--- config.mk ---
export PLATFORM = sky130hd
export DESIGN_NAME = l1d_route_ctrl
export DESIGN_NICKNAME = d
export VERILOG_FILES = /design/src/rtl/l1d_route_pkg.sv /design/src/rtl/l1d_cfg_reg.sv /design/src/rtl/l1d_req_route.sv /design/src/rtl/l1d_route_ctrl.sv
export SDC_FILE = /design/constraint.sdc
export NUM_CORES = 1
export LEC_CHECK = 0
export BUFFER_PORTS_ARGS = -buffer_cell sky130_fd_sc_hd__buf_4
export CAP_MARGIN = 10
export CORE_MARGIN = 8
export CORE_UTILIZATION = 24
export DETAILED_ROUTE_END_ITERATION = 8
export GPL_TIMING_DRIVEN = 1
export PLACE_DENSITY_LB_ADDON = 0.12
export SYNTH_ARGS = -nofsm -noshare
export SYNTH_HDL_FRONTEND = slang
export SYNTH_SLANG_ARGS = --single-unit
--- constraint.sdc ---
create_clock -name clk -period 2.34 [get_ports clk]
set_input_delay 0.117 -clock clk [delete_from_list [all_inputs] [get_ports clk]]
set_output_delay 0.117 -clock clk [all_outputs]
set_load 0.05 [all_outputs]
--- src/rtl/l1d_route_pkg.sv ---
package l1d_route_pkg;
    localparam int REG_W     = 32;
    localparam int CHK_BIT   = 0;
    localparam int MODE_LSB  = 2;
    localparam int BSEL_BIT  = 4;
    localparam int PREF_LSB  = 12;
    localparam logic [REG_W-1:0] RESET_VAL = 32'h0000_1001;
    localparam logic [REG_W-1:0] WR_MASK   = 32'h0000_301D;

    typedef enum logic [1:0] {
        MODE_ALL_SRAM = 2'b00,
        MODE_RSVD     = 2'b01,
        MODE_A_CACHE  = 2'b10,
        MODE_AB_CACHE = 2'b11
    } dmode_e;

    typedef struct packed {
        logic [REG_W-1:0] cfg;
        logic             inv;
    } cfg_state_t;
endpackage

--- src/rtl/l1d_cfg_reg.sv ---
module l1d_cfg_reg
    import l1d_route_pkg::*;
(
    input  logic             clk,
    input  logic             rst_n,
    input  logic             wr_en,
    input  logic [REG_W-1:0] wr_data,
    output logic [REG_W-1:0] cfg_q,
    output logic             inv_q
);
    cfg_state_t st_d, st_q;
    dmode_e     new_mode, cur_mode;

    always_comb begin
        new_mode = dmode_e'(wr_data[MODE_LSB +: 2]);
        cur_mode = dmode_e'(st_q.cfg[MODE_LSB +: 2]);
        st_d     = st_q;
        st_d.inv = 1'b0;
        if (wr_en && new_mode != MODE_RSVD) begin
            st_d.cfg = wr_data & WR_MASK;
            if (new_mode == MODE_ALL_SRAM &&
                (cur_mode == MODE_A_CACHE || cur_mode == MODE_AB_CACHE))
                st_d.inv = 1'b1;
        end
    end

    always_ff @(posedge clk or negedge rst_n) begin
        if (!rst_n) begin
            st_q.cfg <= RESET_VAL;
            st_q.inv <= 1'b0;
        end else begin
            st_q <= st_d;
        end
    end

    assign cfg_q = st_q.cfg;
    assign inv_q = st_q.inv;
endmodule

--- src/rtl/l1d_req_route.sv ---
module l1d_req_route
    import l1d_route_pkg::*;
(
    input  logic   valid,
    input  logic   cacheable,
    input  logic   sel_lo_bit,
    input  logic   sel_hi_bit,
    input  dmode_e mode,
    input  logic   bank_sel,
    input  logic   pref_b,
    output logic   to_cache,
    output logic   bank_b,
    output logic   port_b
);
    logic bank_bit;

    always_comb begin
        bank_bit = bank_sel ? sel_hi_bit : sel_lo_bit;
        to_cache = 1'b0;
        bank_b   = 1'b0;
        port_b   = 1'b0;
        if (valid) begin
            unique case (mode)
                MODE_A_CACHE: begin
                    to_cache = cacheable;
                end
                MODE_AB_CACHE: begin
                    to_cache = cacheable;
                    bank_b   = cacheable & ~bank_bit;
                end
                default: begin
                    to_cache = 1'b0;
                end
            endcase
            port_b = ~to_cache & pref_b;
        end
    end
endmodule

--- src/rtl/l1d_route_ctrl.sv ---
module l1d_route_ctrl
    import l1d_route_pkg::*;
#(
    parameter int NUM_GEN = 2,
    parameter int ADDR_W  = 32,
    parameter int LO_SEL  = 14,
    parameter int HI_SEL  = 23
) (
    input  logic                      clk,
    input  logic                      rst_n,
    input  logic                      wr_en,
    input  logic [31:0]               wr_data,
    output logic [31:0]               rd_data,
    output logic                      prot_chk_en,
    input  logic [NUM_GEN-1:0]        req_valid,
    input  logic [NUM_GEN-1:0]        req_cacheable,
    input  logic [NUM_GEN*ADDR_W-1:0] req_addr,
    output logic [NUM_GEN-1:0]        rt_cache,
    output logic [NUM_GEN-1:0]        rt_bank_b,
    output logic [NUM_GEN-1:0]        rt_port_b,
    output logic                      inv_all
);
    logic [REG_W-1:0] cfg;
    logic             unused_addr_bits;

    l1d_cfg_reg u_cfg (
        .clk     (clk),
        .rst_n   (rst_n),
        .wr_en   (wr_en),
        .wr_data (wr_data),
        .cfg_q   (cfg),
        .inv_q   (inv_all)
    );

    assign rd_data          = cfg;
    assign prot_chk_en      = cfg[CHK_BIT];
    assign unused_addr_bits = ^req_addr;

    for (genvar g = 0; g < NUM_GEN; g++) begin : g_gen
        l1d_req_route u_route (
            .valid      (req_valid[g]),
            .cacheable  (req_cacheable[g]),
            .sel_lo_bit (req_addr[g*ADDR_W + LO_SEL]),
            .sel_hi_bit (req_addr[g*ADDR_W + HI_SEL]),
            .mode       (dmode_e'(cfg[MODE_LSB +: 2])),
            .bank_sel   (cfg[BSEL_BIT]),
            .pref_b     (cfg[PREF_LSB + g]),
            .to_cache   (rt_cache[g]),
            .bank_b     (rt_bank_b[g]),
            .port_b     (rt_port_b[g])
        );
    end
endmodule

After elaboration in Yosys (flattened, before gate mapping)
Cells that the tools add are included.

Eq/ne operators: 3. Muxes and demuxes: 16. Bitwise gates (word level): 8. Reductions and logical operators: 5.

Operators with widths (number): $mux 1 (16); $and 1x1->1 (4); $eq 2x2->1 const B (2); $not 1->1 (4); $logic_and 1x1->1 (2); $logic_not 2->1 (1); $ne 2x1->1 const B (1); $reduce_or 2->1 (1); $logic_or 1x1->1 (1).

Register bits after elaboration: 7. Input bits: 103. Output and inout port bits: 40. Logic and storage cells: 34.

Logic depth before layout (Yosys ltp)
Gate-level depths: netlist of run 1.

Word-level depth: 7. Gate-level depth with buffers: 3. Gate-level depth less buffers: 3.

Cells and area by module
Synthesis of run 1 repeated with hierarchy kept, for this count alone.

Cells, all modules: 56. Area, all modules: 545.5 um2.

Modules (own cells, without submodules): l1d_cfg_reg (times used 1, cells each 45, area each 465.4 um2, seq. area each 177.7 um2); l1d_req_route (times used 2, cells each 5, area each 36.3 um2, seq. area each 0.0 um2); l1d_route_ctrl (times used 1, cells each 1, area each 7.5 um2, seq. area each 0.0 um2).

Worst setup path before layout of run 1
Ideal clock, no wire load.

Path kind: reg-to-output. From: register, netlist name u_cfg.cfg_q[3]. To: output port rt_bank_b[0]. Arrival: 1243 ps. Required time: 2223 ps. Path slack: 980 ps. Stages on the path, launching flop included: 4. Path buffers: 1. Path through: dfrtp_1 -> and3_1 -> and3_1 -> buf_4.

Cells in the longest elaborated chain, start to end: 3.

Ends and longest elaborated chain: $eq 2x2->1 (RTL line l1d_req_route.sv:23) `unique case (mode)`; $mux 1 (RTL line l1d_req_route.sv:23); $mux 1 (RTL line l1d_req_route.sv:22) `if (valid) begin`; end: declaration (RTL line l1d_route_ctrl.sv:19) `output logic [NUM_GEN-1:0] rt_bank_b,`.

No other way between the ends.

Final worst setup path of run 1
From: register, netlist name u_cfg.cfg_q[3]. To: output port rt_bank_b[1].

Cells in the longest elaborated chain, start to end: 3.

Ends and longest elaborated chain (RTL line): $eq 2x2->1 (l1d_req_route.sv:23); $mux 1 (l1d_req_route.sv:23); $mux 1 (l1d_req_route.sv:22).

No other way between the ends.

==> metrics.txt, run 1 <==
GR Overflow Total=0; R2R depth=1; Crit path depth=3; min-delay src=wr_data[2]; adder-cell share of the synthesized area=0%; FF-to-FF Start=u_cfg.cfg_q[3]; CP dominant cell by count=and3_1; Final Max Slew Viols=0; Ant. Diodes=0; DRT iter0 DRCs=4; Layout fillers=~270; endpoint class of the critical path=output port; Mapped Cells=64; Sw Ratio=49.2%; Hold Crit Class=in2reg; Peak supply drop=between 0.0002 and 0.0003 V; flops & latches, synth=7; Root Buffer=clkbuf_4; power density cells=approximately 730 mW/mm^2; M1 WL=between 500 and 600 um; storage element area=178 sq um; gpl congestion=~0.67; most common cell after layout, fill and taps aside=buf_4; most frequent cells in the layout=buf_4, conb_1, mux2_2; initial core utilization=between 20% and 30%; first-pass GRT wire length=2.15 mm; DR WL/cell=roughly 12 um; Worst setup SP type=flop; CORE AREA=0.00245 sq mm; final critical-path share of the clock period=59.4%; Synth area leader=buf_4; max_cap viols=0; main combinational cell family by area after synthesis=buffers and inverters; die height=66.4 um; Post-Synth Simple-Gate Area=between 6 and 7%; Synth Area per Inst=9.54 sq um; synthesized cell area=between 600 and 700 sq um; htree depth=1; worst setup path startpoint=u_cfg.cfg_q[3]; WP data arrival=around 1.3 ns; Reg-to-Reg End=u_cfg.cfg_q[3]; Die W=about 66 um; combinational share of power=around half; proportion of layout cells with a drive suffix above 1=a little under half; Required @ worst endpoint=about 2.2 ns; Layout Nets=192; total number of vias=about 420; clock power share=between 20% and 30%; Synth Area in Compound Gates=between 4 and 5%; largest net degree at the start of global routing=8; outcome=finished, final reports clean; cell-internal power=roughly 0.00027 W; final setup fails=0; CP top delay family=flip-flops; die area=~0.0044 sq mm; all-layer global routing usage=about 6.2%; slowest library cell on the worst path=dfrtp_1; critical path endpoint=rt_bank_b[1]; top cell type's share of synthesized area=~44%; synth top area cells=buf_4, dfrtp_1, mux2_2; antenna violations before repair=0; area of the multi-input gates=approximately 250 sq um; Total Wirelength=between 1 and 1.5 mm; Initial DRT Pass Iterations=3; TritonCTS clock tree=done; Worst R2R Setup Slack=approximately 1.5 ns; cts bufs inserted=3; mux share of post-synthesis cell area=between 10 and 15%; Top-Level Pins=143; highest routing layer actually used=met4; vias in the first global route=roughly 480; maximum clock rate=~700 MHz; vias per cell=3.53; Setup Skew=a little over 0.00007 ns; metal3 WL=approximately 210 um; final-report hold violation count=0; met2 WL=around 670 um; Leakage=slightly above 0.4 nW; CP Buf/Inv Count=1; Synth-to-Final Area Change=20.1%; setup TNS=0 ns; Worst Path Max Fanout=7; synth warn=0; Worst-Skew Late Latency=between 0.2 and 0.25 ns; sw power=roughly 0.00026 W; Synth Area in XOR/XNOR=0%; CTS sink count=7; sequential share of power=29.1%; FP Rows=18; Worst path max stage delay=0.45 ns; Core Util, Final=around 30%; Tmin final=1.39 ns; fraction of the yosys area taken by sequential cells=between 20% and 30%; critical-path cell list=and3_1 -> and3_1 -> buf_4; RSZ-0062 raised after global routing=false; post-route ant nets=0; DR DRC count=0; Clock Path Buffers=2; clk slew on worst S/H paths=0.05 ns; CP Class=reg2out; Distinct cells, synth=12; I/O Buffers=30; Post-CTS Setup Inserts=0
logic make-up (layout without fill, tap and decap cells):
logic type	Yosys count	in the layout
AO/OA/AOI/OAI	3	3
buffers and inverters	37	36
AND/OR/NAND/NOR	8	8
other	1	26
multiplexers	8	8
flip-flops	7	7
metal layers:
metal | global-route usage (%) | vias to the layer above
met4 | 3.20 | 0
met2 | 10.0 | 31
met1 | 6.53 | 189
met3 | 3.22 | 2
met5 | 0 | -
li1 | - | 194
per-stage QoR:
step                cells  hold WS, ns  instance area (sq um)  setup WS (ns)  total power [W]
finish                118       0.0423                    733          0.949         0.000533
global route          118       0.0472                    733          0.843         0.000558
CTS                   118       0.0383                    733          0.921         0.000540
detailed placement    113      -0.0620                    697           1.19         0.000427
global placement      113      -0.0595                    697           1.20         0.000426
floorplan              89       -0.179                    704          0.980         0.000411
cell usage after synthesis, drive strengths merged:
master   n
mux2     6
conb     1
o21ai    1
dfrtp    5
dfstp    2
nand2    3
buf     36
a21oi    2
inv      1
nor3     1
mux2i    2
and3     4
power by group through the flow:
stage / Combinational, W / Clock (W) / Sequential (W)
after floorplan: 0.000232 / 0 / 0.000179
after CTS: 0.000271 / 0.000113 / 0.000156
after detailed placement: 0.000269 / 0 / 0.000157
after global placement: 0.000269 / 0 / 0.000157
after global routing: 0.000283 / 0.000117 / 0.000158
final: 0.000270 / 0.000108 / 0.000155
what timing repair did:
| item | in CTS | in global routing |
|---|---|---|
| resized for setup | 0 | 0 |
| hold endpoints to repair | 7 | 0 |
| hold buffers | 1 | 0 |
final cells by class:
type / instances / area share (%)
multi-input cells: 45 / 34.5
clock buffers: 4 / 3.58
inverters: 1 / 0.512
repair buffers: 31 / 32.1
well taps: 30 / 5.12
flip-flops and latches: 7 / 24.2
how the worst min path moves through the flow:
stage / to / slack [ns] / cells past startpoint
after detailed placement: u_cfg.inv_q / -0.06 / 1
after global routing: u_cfg.inv_q / 0.05 / 2
after floorplan: u_cfg.cfg_q[13] / -0.18 / 0
after global placement: u_cfg.inv_q / -0.06 / 1
after CTS: u_cfg.inv_q / 0.04 / 2
final: u_cfg.inv_q / 0.04 / 2
sequential cells by signal, indices dropped and copies added, names as in the netlist:
name / cells
u_cfg.cfg_q: 6
u_cfg.inv_q: 1
No activity file was read; power rests on OpenSTA's default activity.
==> run 2: changes to the inputs <==
Settings changed: CORE_ASPECT_RATIO set to 0.5, CORE_UTILIZATION 24 to 22.
Clock period 2.34 ns to 1.4 ns, I/O delays scaled along.
==> metrics.txt, run 2 (synthesis results as in run 1) <==
htree depth=1 (unchanged); cts bufs inserted=3 (unchanged); met2 WL=777 um (+17%); final hold slack=0.0232 ns (-0.0191 ns); Worst setup SP type=flop; die area=0.00482 sq mm (+9.2%); Core Util, Final=29.0% (-0.82 points); area of the multi-input gates=253 sq um (unchanged); Required @ worst endpoint=1.33 ns (-0.89 ns); WP data arrival=1.25 ns (-0.02 ns); vias per cell=3.37 (-4.5%); all-layer global routing usage=5.98% (-0.26 points); final setup fails=0 (unchanged); max FFs per register=6 (unchanged); Worst-Skew Late Latency=0.22 ns (-0.02 ns); Ant. Diodes=0 (unchanged); Initial DRT Pass Iterations=4 (+1); CTS sink count=7 (unchanged); Clock Path Buffers=2 (unchanged); FF-to-FF Start=u_cfg.cfg_q[3]; Layout Nets=192 (unchanged); min-delay src=wr_data[2]; slowest library cell on the worst path=dfrtp_1; endpoint class of the critical path=output port; Worst Path Max Fanout=7 (unchanged); hold path endpoint=u_cfg.inv_q; Die W=90.5 um (+36%); Reg-to-Reg End=u_cfg.cfg_q[3]; CP Class=reg2out; clk slew on worst S/H paths=0.04 ns (about the same); die height=53.3 um (-20%); Crit path depth=3 (unchanged); storage element area=178 sq um (unchanged); FP Rows=13 (-5); outcome=finished, final reports clean; Final Instance Count excl. Fillers=125 (+5.9%); CP Buf/Inv Count=1 (unchanged); largest net degree at the start of global routing=8 (unchanged); Leakage=0.419 nW (+1.9%); placed cells=120 (+6.2%); Worst path max stage delay=0.44 ns (about the same); maximum clock rate=roughly 760 MHz; first-pass GRT wire length=2.19 mm (+2.0%); M1 WL=466 um (-12%); Root Buffer=clkbuf_8; CORE AREA=0.00262 sq mm (+6.7%); Synth-to-Final Area Change=24.6%; CP top delay family=flip-flops; power density cells=1310 mW/mm^2 (+80%); Layout fillers=279 (+3.0%); overall power=0.000997 W (+87%); proportion of layout cells with a drive suffix above 1=47.7% (unchanged); Setup Skew=0.0000303 ns (-0.0000411 ns); Hold Path Cell Cnt=2 (unchanged); Worst R2R Setup Slack=0.55 ns (-0.93 ns); Hold Crit Class=in2reg; final-report hold violation count=0 (unchanged); total number of vias=421 (+1.2%); vias in the first global route=479 (+0.84%); most common cell after layout, fill and taps aside=buf_4; max_cap viols=0 (unchanged); DR DRC count=0 (unchanged); gpl congestion=0.639 (-4.5%); antenna violations before repair=0 (unchanged); Final HPWL DP=about 1.3 mm; TritonCTS clock tree=done; metal3 WL=182 um (-13%); GR Overflow Total=0 (unchanged); RSZ-0062 raised after global routing=false; final critical-path share of the clock period=a little over nine tenths; post-route ant nets=0 (unchanged); critical-path cell list=and3_1 -> and3_1 -> buf_4; highest routing layer actually used=met4; initial core utilization=23.3% (-1.6 points); Top-Level Pins=143 (unchanged); Resize count post-CTS=0 (unchanged); R2R depth=1 (unchanged); setup TNS=0 ns (unchanged); Tmin final=about 1.3 ns; Final Max Slew Viols=0 (unchanged); most frequent cells in the layout=buf_4, conb_1, mux2_2; CP dominant cell by count=and3_1; I/O Buffers=30 (unchanged); Total Wirelength=1.47 mm (+4.4%); Peak supply drop=0.000359 V (+28%); DRT iter0 DRCs=5 (+1); DR WL/cell=11.8 um (-1.4%)
-- run 2: cell counts in the layout (fill, tap and decap cells not counted) --
No cell type changed its count.
-- run 2: repair_timing --
item / in CTS / in global routing
hold endpoints to repair: 7 / 0
hold buffers: 1 / 0
setup buffers: 0 / 0
-- run 2: worst max-delay path by stage --
stage / from / to / slack, ns
6_report: u_cfg.cfg_q[3] / rt_bank_b[1] / 0.08
5_1_grt: u_cfg.cfg_q[3] / rt_bank_b[1] / 0.04
4_1_cts: u_cfg.cfg_q[3] / rt_bank_b[1] / 0.08
3_5_place_dp: u_cfg.cfg_q[3] / rt_bank_b[1] / 0.33
3_3_place_gp: u_cfg.cfg_q[3] / rt_bank_b[1] / 0.33
2_1_floorplan: u_cfg.cfg_q[3] / rt_bank_b[0] / 0.09
-- run 2: area by class of cell --
cell class / instances / area share [%]
Tap cell: 37 / 6.09
Multi-Input combinational cell: 45 / 33.2
Timing Repair Buffer: 31 / 30.9
Clock buffer: 4 / 5.92
Sequential cell: 7 / 23.4
Inverter: 1 / 0.493
-- run 2: power breakdown --
group          total (W)  internal [W]  switching, W
Sequential      0.000259      0.000233     0.0000258
Clock           0.000284      0.000197     0.0000869
Combinational   0.000454      0.000112      0.000342
-- run 2: routing by layer --
layer | global-route usage (%) | vias up
li1 | - | 191
met4 | 6.54 | 0
met5 | 0 | -
met3 | 4.08 | 5
met2 | 10.6 | 34
met1 | 4.28 | 191
-- run 2: through the flow --
step	worst slack, ns	cell area, sq um
final	0.0788	761
after global routing	0.0423	761
after CTS	0.0795	761
after detailed placement	0.327	706
after global placement	0.334	706
after floorplan	0.0873	704
==> run 3: changes to the inputs <==
Settings changed: PLACE_DENSITY set to 0.79, PLACE_DENSITY_LB_ADDON 0.12 to not set, RECOVER_POWER set to 100.
==> metrics.txt, run 3 (synthesis results as in run 1) <==
Final HPWL DP=1.28 mm (+0.89%); Final Instance Count excl. Fillers=125 (unchanged); final setup fails=0 (unchanged); first-pass GRT wire length=2.00 mm (-8.5%); Worst path max stage delay=0.43 ns (about the same); final-report hold violation count=0 (unchanged); CP Buf/Inv Count=1 (unchanged); most frequent cells in the layout=conb_1, buf_4, clkbuf_2; max_cap viols=0 (unchanged); Initial DRT Pass Iterations=4 (unchanged); Hold Crit Class=in2reg; CORE AREA=0.00262 sq mm (unchanged); CP top delay family=flip-flops; Resize count post-CTS=0 (unchanged); sw power=0.000439 W (-3.6%); Setup Skew=0.0000563 ns (+0.0000260 ns); I/O Buffers=30 (unchanged); Ant. Diodes=0 (unchanged); WP data arrival=1.24 ns (about the same); final hold slack=0.0329 ns (+0.00970 ns); antenna violations before repair=0 (unchanged); most common cell after layout, fill and taps aside=conb_1; proportion of layout cells with a drive suffix above 1=39.8% (-8.0 points); Worst setup SP type=flop; DR WL/cell=11.2 um (-4.8%); Worst Path Max Fanout=7 (unchanged); storage element area=178 sq um (unchanged); outcome=finished, final reports clean; placed cells=120 (unchanged); combinational share of power=44.7% (-0.8 points); gpl congestion=0.700 (+9.5%); Synth-to-Final Area Change=18.2%; Worst-Skew Late Latency=0.22 ns (about the same); clk slew on worst S/H paths=0.04 ns (about the same); RSZ-0062 raised after global routing=false; Total Wirelength=1.40 mm (-4.8%); FP Rows=13 (unchanged); Layout fillers=291 (+4.3%); Final Max Slew Viols=0 (unchanged); Worst R2R Setup Slack=0.57 ns (+0.02 ns); all-layer global routing usage=5.24% (-0.74 points); max FFs per register=6 (unchanged); GR Overflow Total=0 (unchanged); slowest library cell on the worst path=dfrtp_1; cts bufs inserted=3 (unchanged); cell-internal power=0.000511 W (-5.7%); final critical-path share of the clock period=93.4% (-0.97 points); Die W=90.5 um (unchanged); total number of vias=403 (-4.3%); clock power share=28.5% (about the same); TritonCTS clock tree=done; power density cells=1320 mW/mm^2 (+0.38%); setup TNS=0 ns (unchanged); endpoint class of the critical path=output port; Tmin final=1.31 ns (-0.0136 ns); Core Util, Final=27.6% (-1.5 points); CP Class=reg2out; Sw Ratio=46.2% (+0.56 points); Final Cell Area=722 sq um (-5.1%); sequential share of power=26.8% (+0.8 points); Leakage=0.394 nW (-6.0%); CTS sink count=7 (unchanged); Required @ worst endpoint=1.33 ns (about the same); vias in the first global route=428 (-11%); pin slew with the least headroom to its limit=0.606 ns; htree depth=1 (unchanged); Layout Nets=192 (unchanged); CP dominant cell by count=and3_1; Top-Level Pins=143 (unchanged); DRT iter0 DRCs=6 (+1); vias per cell=3.22 (-4.3%); largest net degree at the start of global routing=8 (unchanged); initial core utilization=23.3% (unchanged); Root Buffer=clkbuf_8; max-slew headroom at the worst pin=59.7%; area of the multi-input gates=253 sq um (unchanged); critical-path cell list=and3_1 -> and3_1 -> buf_4; maximum clock rate=765 MHz (+1.0%); Clock Path Buffers=2 (unchanged); die height=53.3 um (unchanged); post-route ant nets=0 (unchanged); DR DRC count=0 (unchanged); placed inst area=706 sq um (unchanged); die area=0.00482 sq mm (unchanged); Peak supply drop=0.000264 V (-27%)
[run 3: cell types whose count changed in the layout (fill, tap and decap cells not counted), sizes merged]
cell,before,now
buf,30,18
clkbuf,4,16
[run 3: stage by stage]
stage | setup WS [ns] | power, W
final | 0.0924 | 0.000950
after global placement | 0.336 | 0.000707
after global routing | 0.0217 | 0.000997
after detailed placement | 0.304 | 0.000712
after CTS | 0.0669 | 0.000989
after floorplan | 0.0873 | 0.000687
[run 3: per-layer routing]
layer	share of wire [%]	global-route usage (%)	vias to the layer above	wire, um
li1	-	-	193	-
met1	30	4.52	190	416
met2	64	10.8	18	891
met3	5.1	1.27	2	71
met4	1.5	4.09	0	21
met5	0	0	-	0
[run 3: path summary, 6_finish.rpt]
| kind | startpoint | end | cells after the start |
|---|---|---|---|
| setup / recovery | u_cfg.cfg_q[3] | rt_bank_b[0] | 3 |
| hold / removal | wr_data[2] | u_cfg.inv_q | 2 |
| setup reg to reg | u_cfg.cfg_q[3] | u_cfg.cfg_q[3] | 1 |
| hold reg to reg | u_cfg.cfg_q[13] | u_cfg.cfg_q[13] | 1 |
| max in group asynchronous | rst_n | u_cfg.cfg_q[12] | 2 |
| min in group asynchronous | rst_n | u_cfg.cfg_q[2] | 2 |
[run 3: repair_timing]
item | in CTS | in global routing
setup buffers | 0 | 0
endpoints found under the setup margin | 0 | 0
hold buffers | 1 | 0
hold endpoints to repair | 7 | 0
[run 3: final cells by class]
class                   count  share of cell area [%]
multi-input cells          45                    35.0
repair buffers             31                    27.2
flip-flops and latches      7                    24.6
well taps                  37                    6.41
clock buffers               4                    6.24
inverters                   1                   0.520
[run 3: power groups by stage]
stage	logic (W)	clock network, W	registers, W
after floorplan	0.000387	0	0.000300
after global placement	0.000447	0	0.000260
after detailed placement	0.000451	0	0.000260
after CTS	0.000454	0.000278	0.000258
after global routing	0.000444	0.000293	0.000260
final	0.000425	0.000270	0.000255
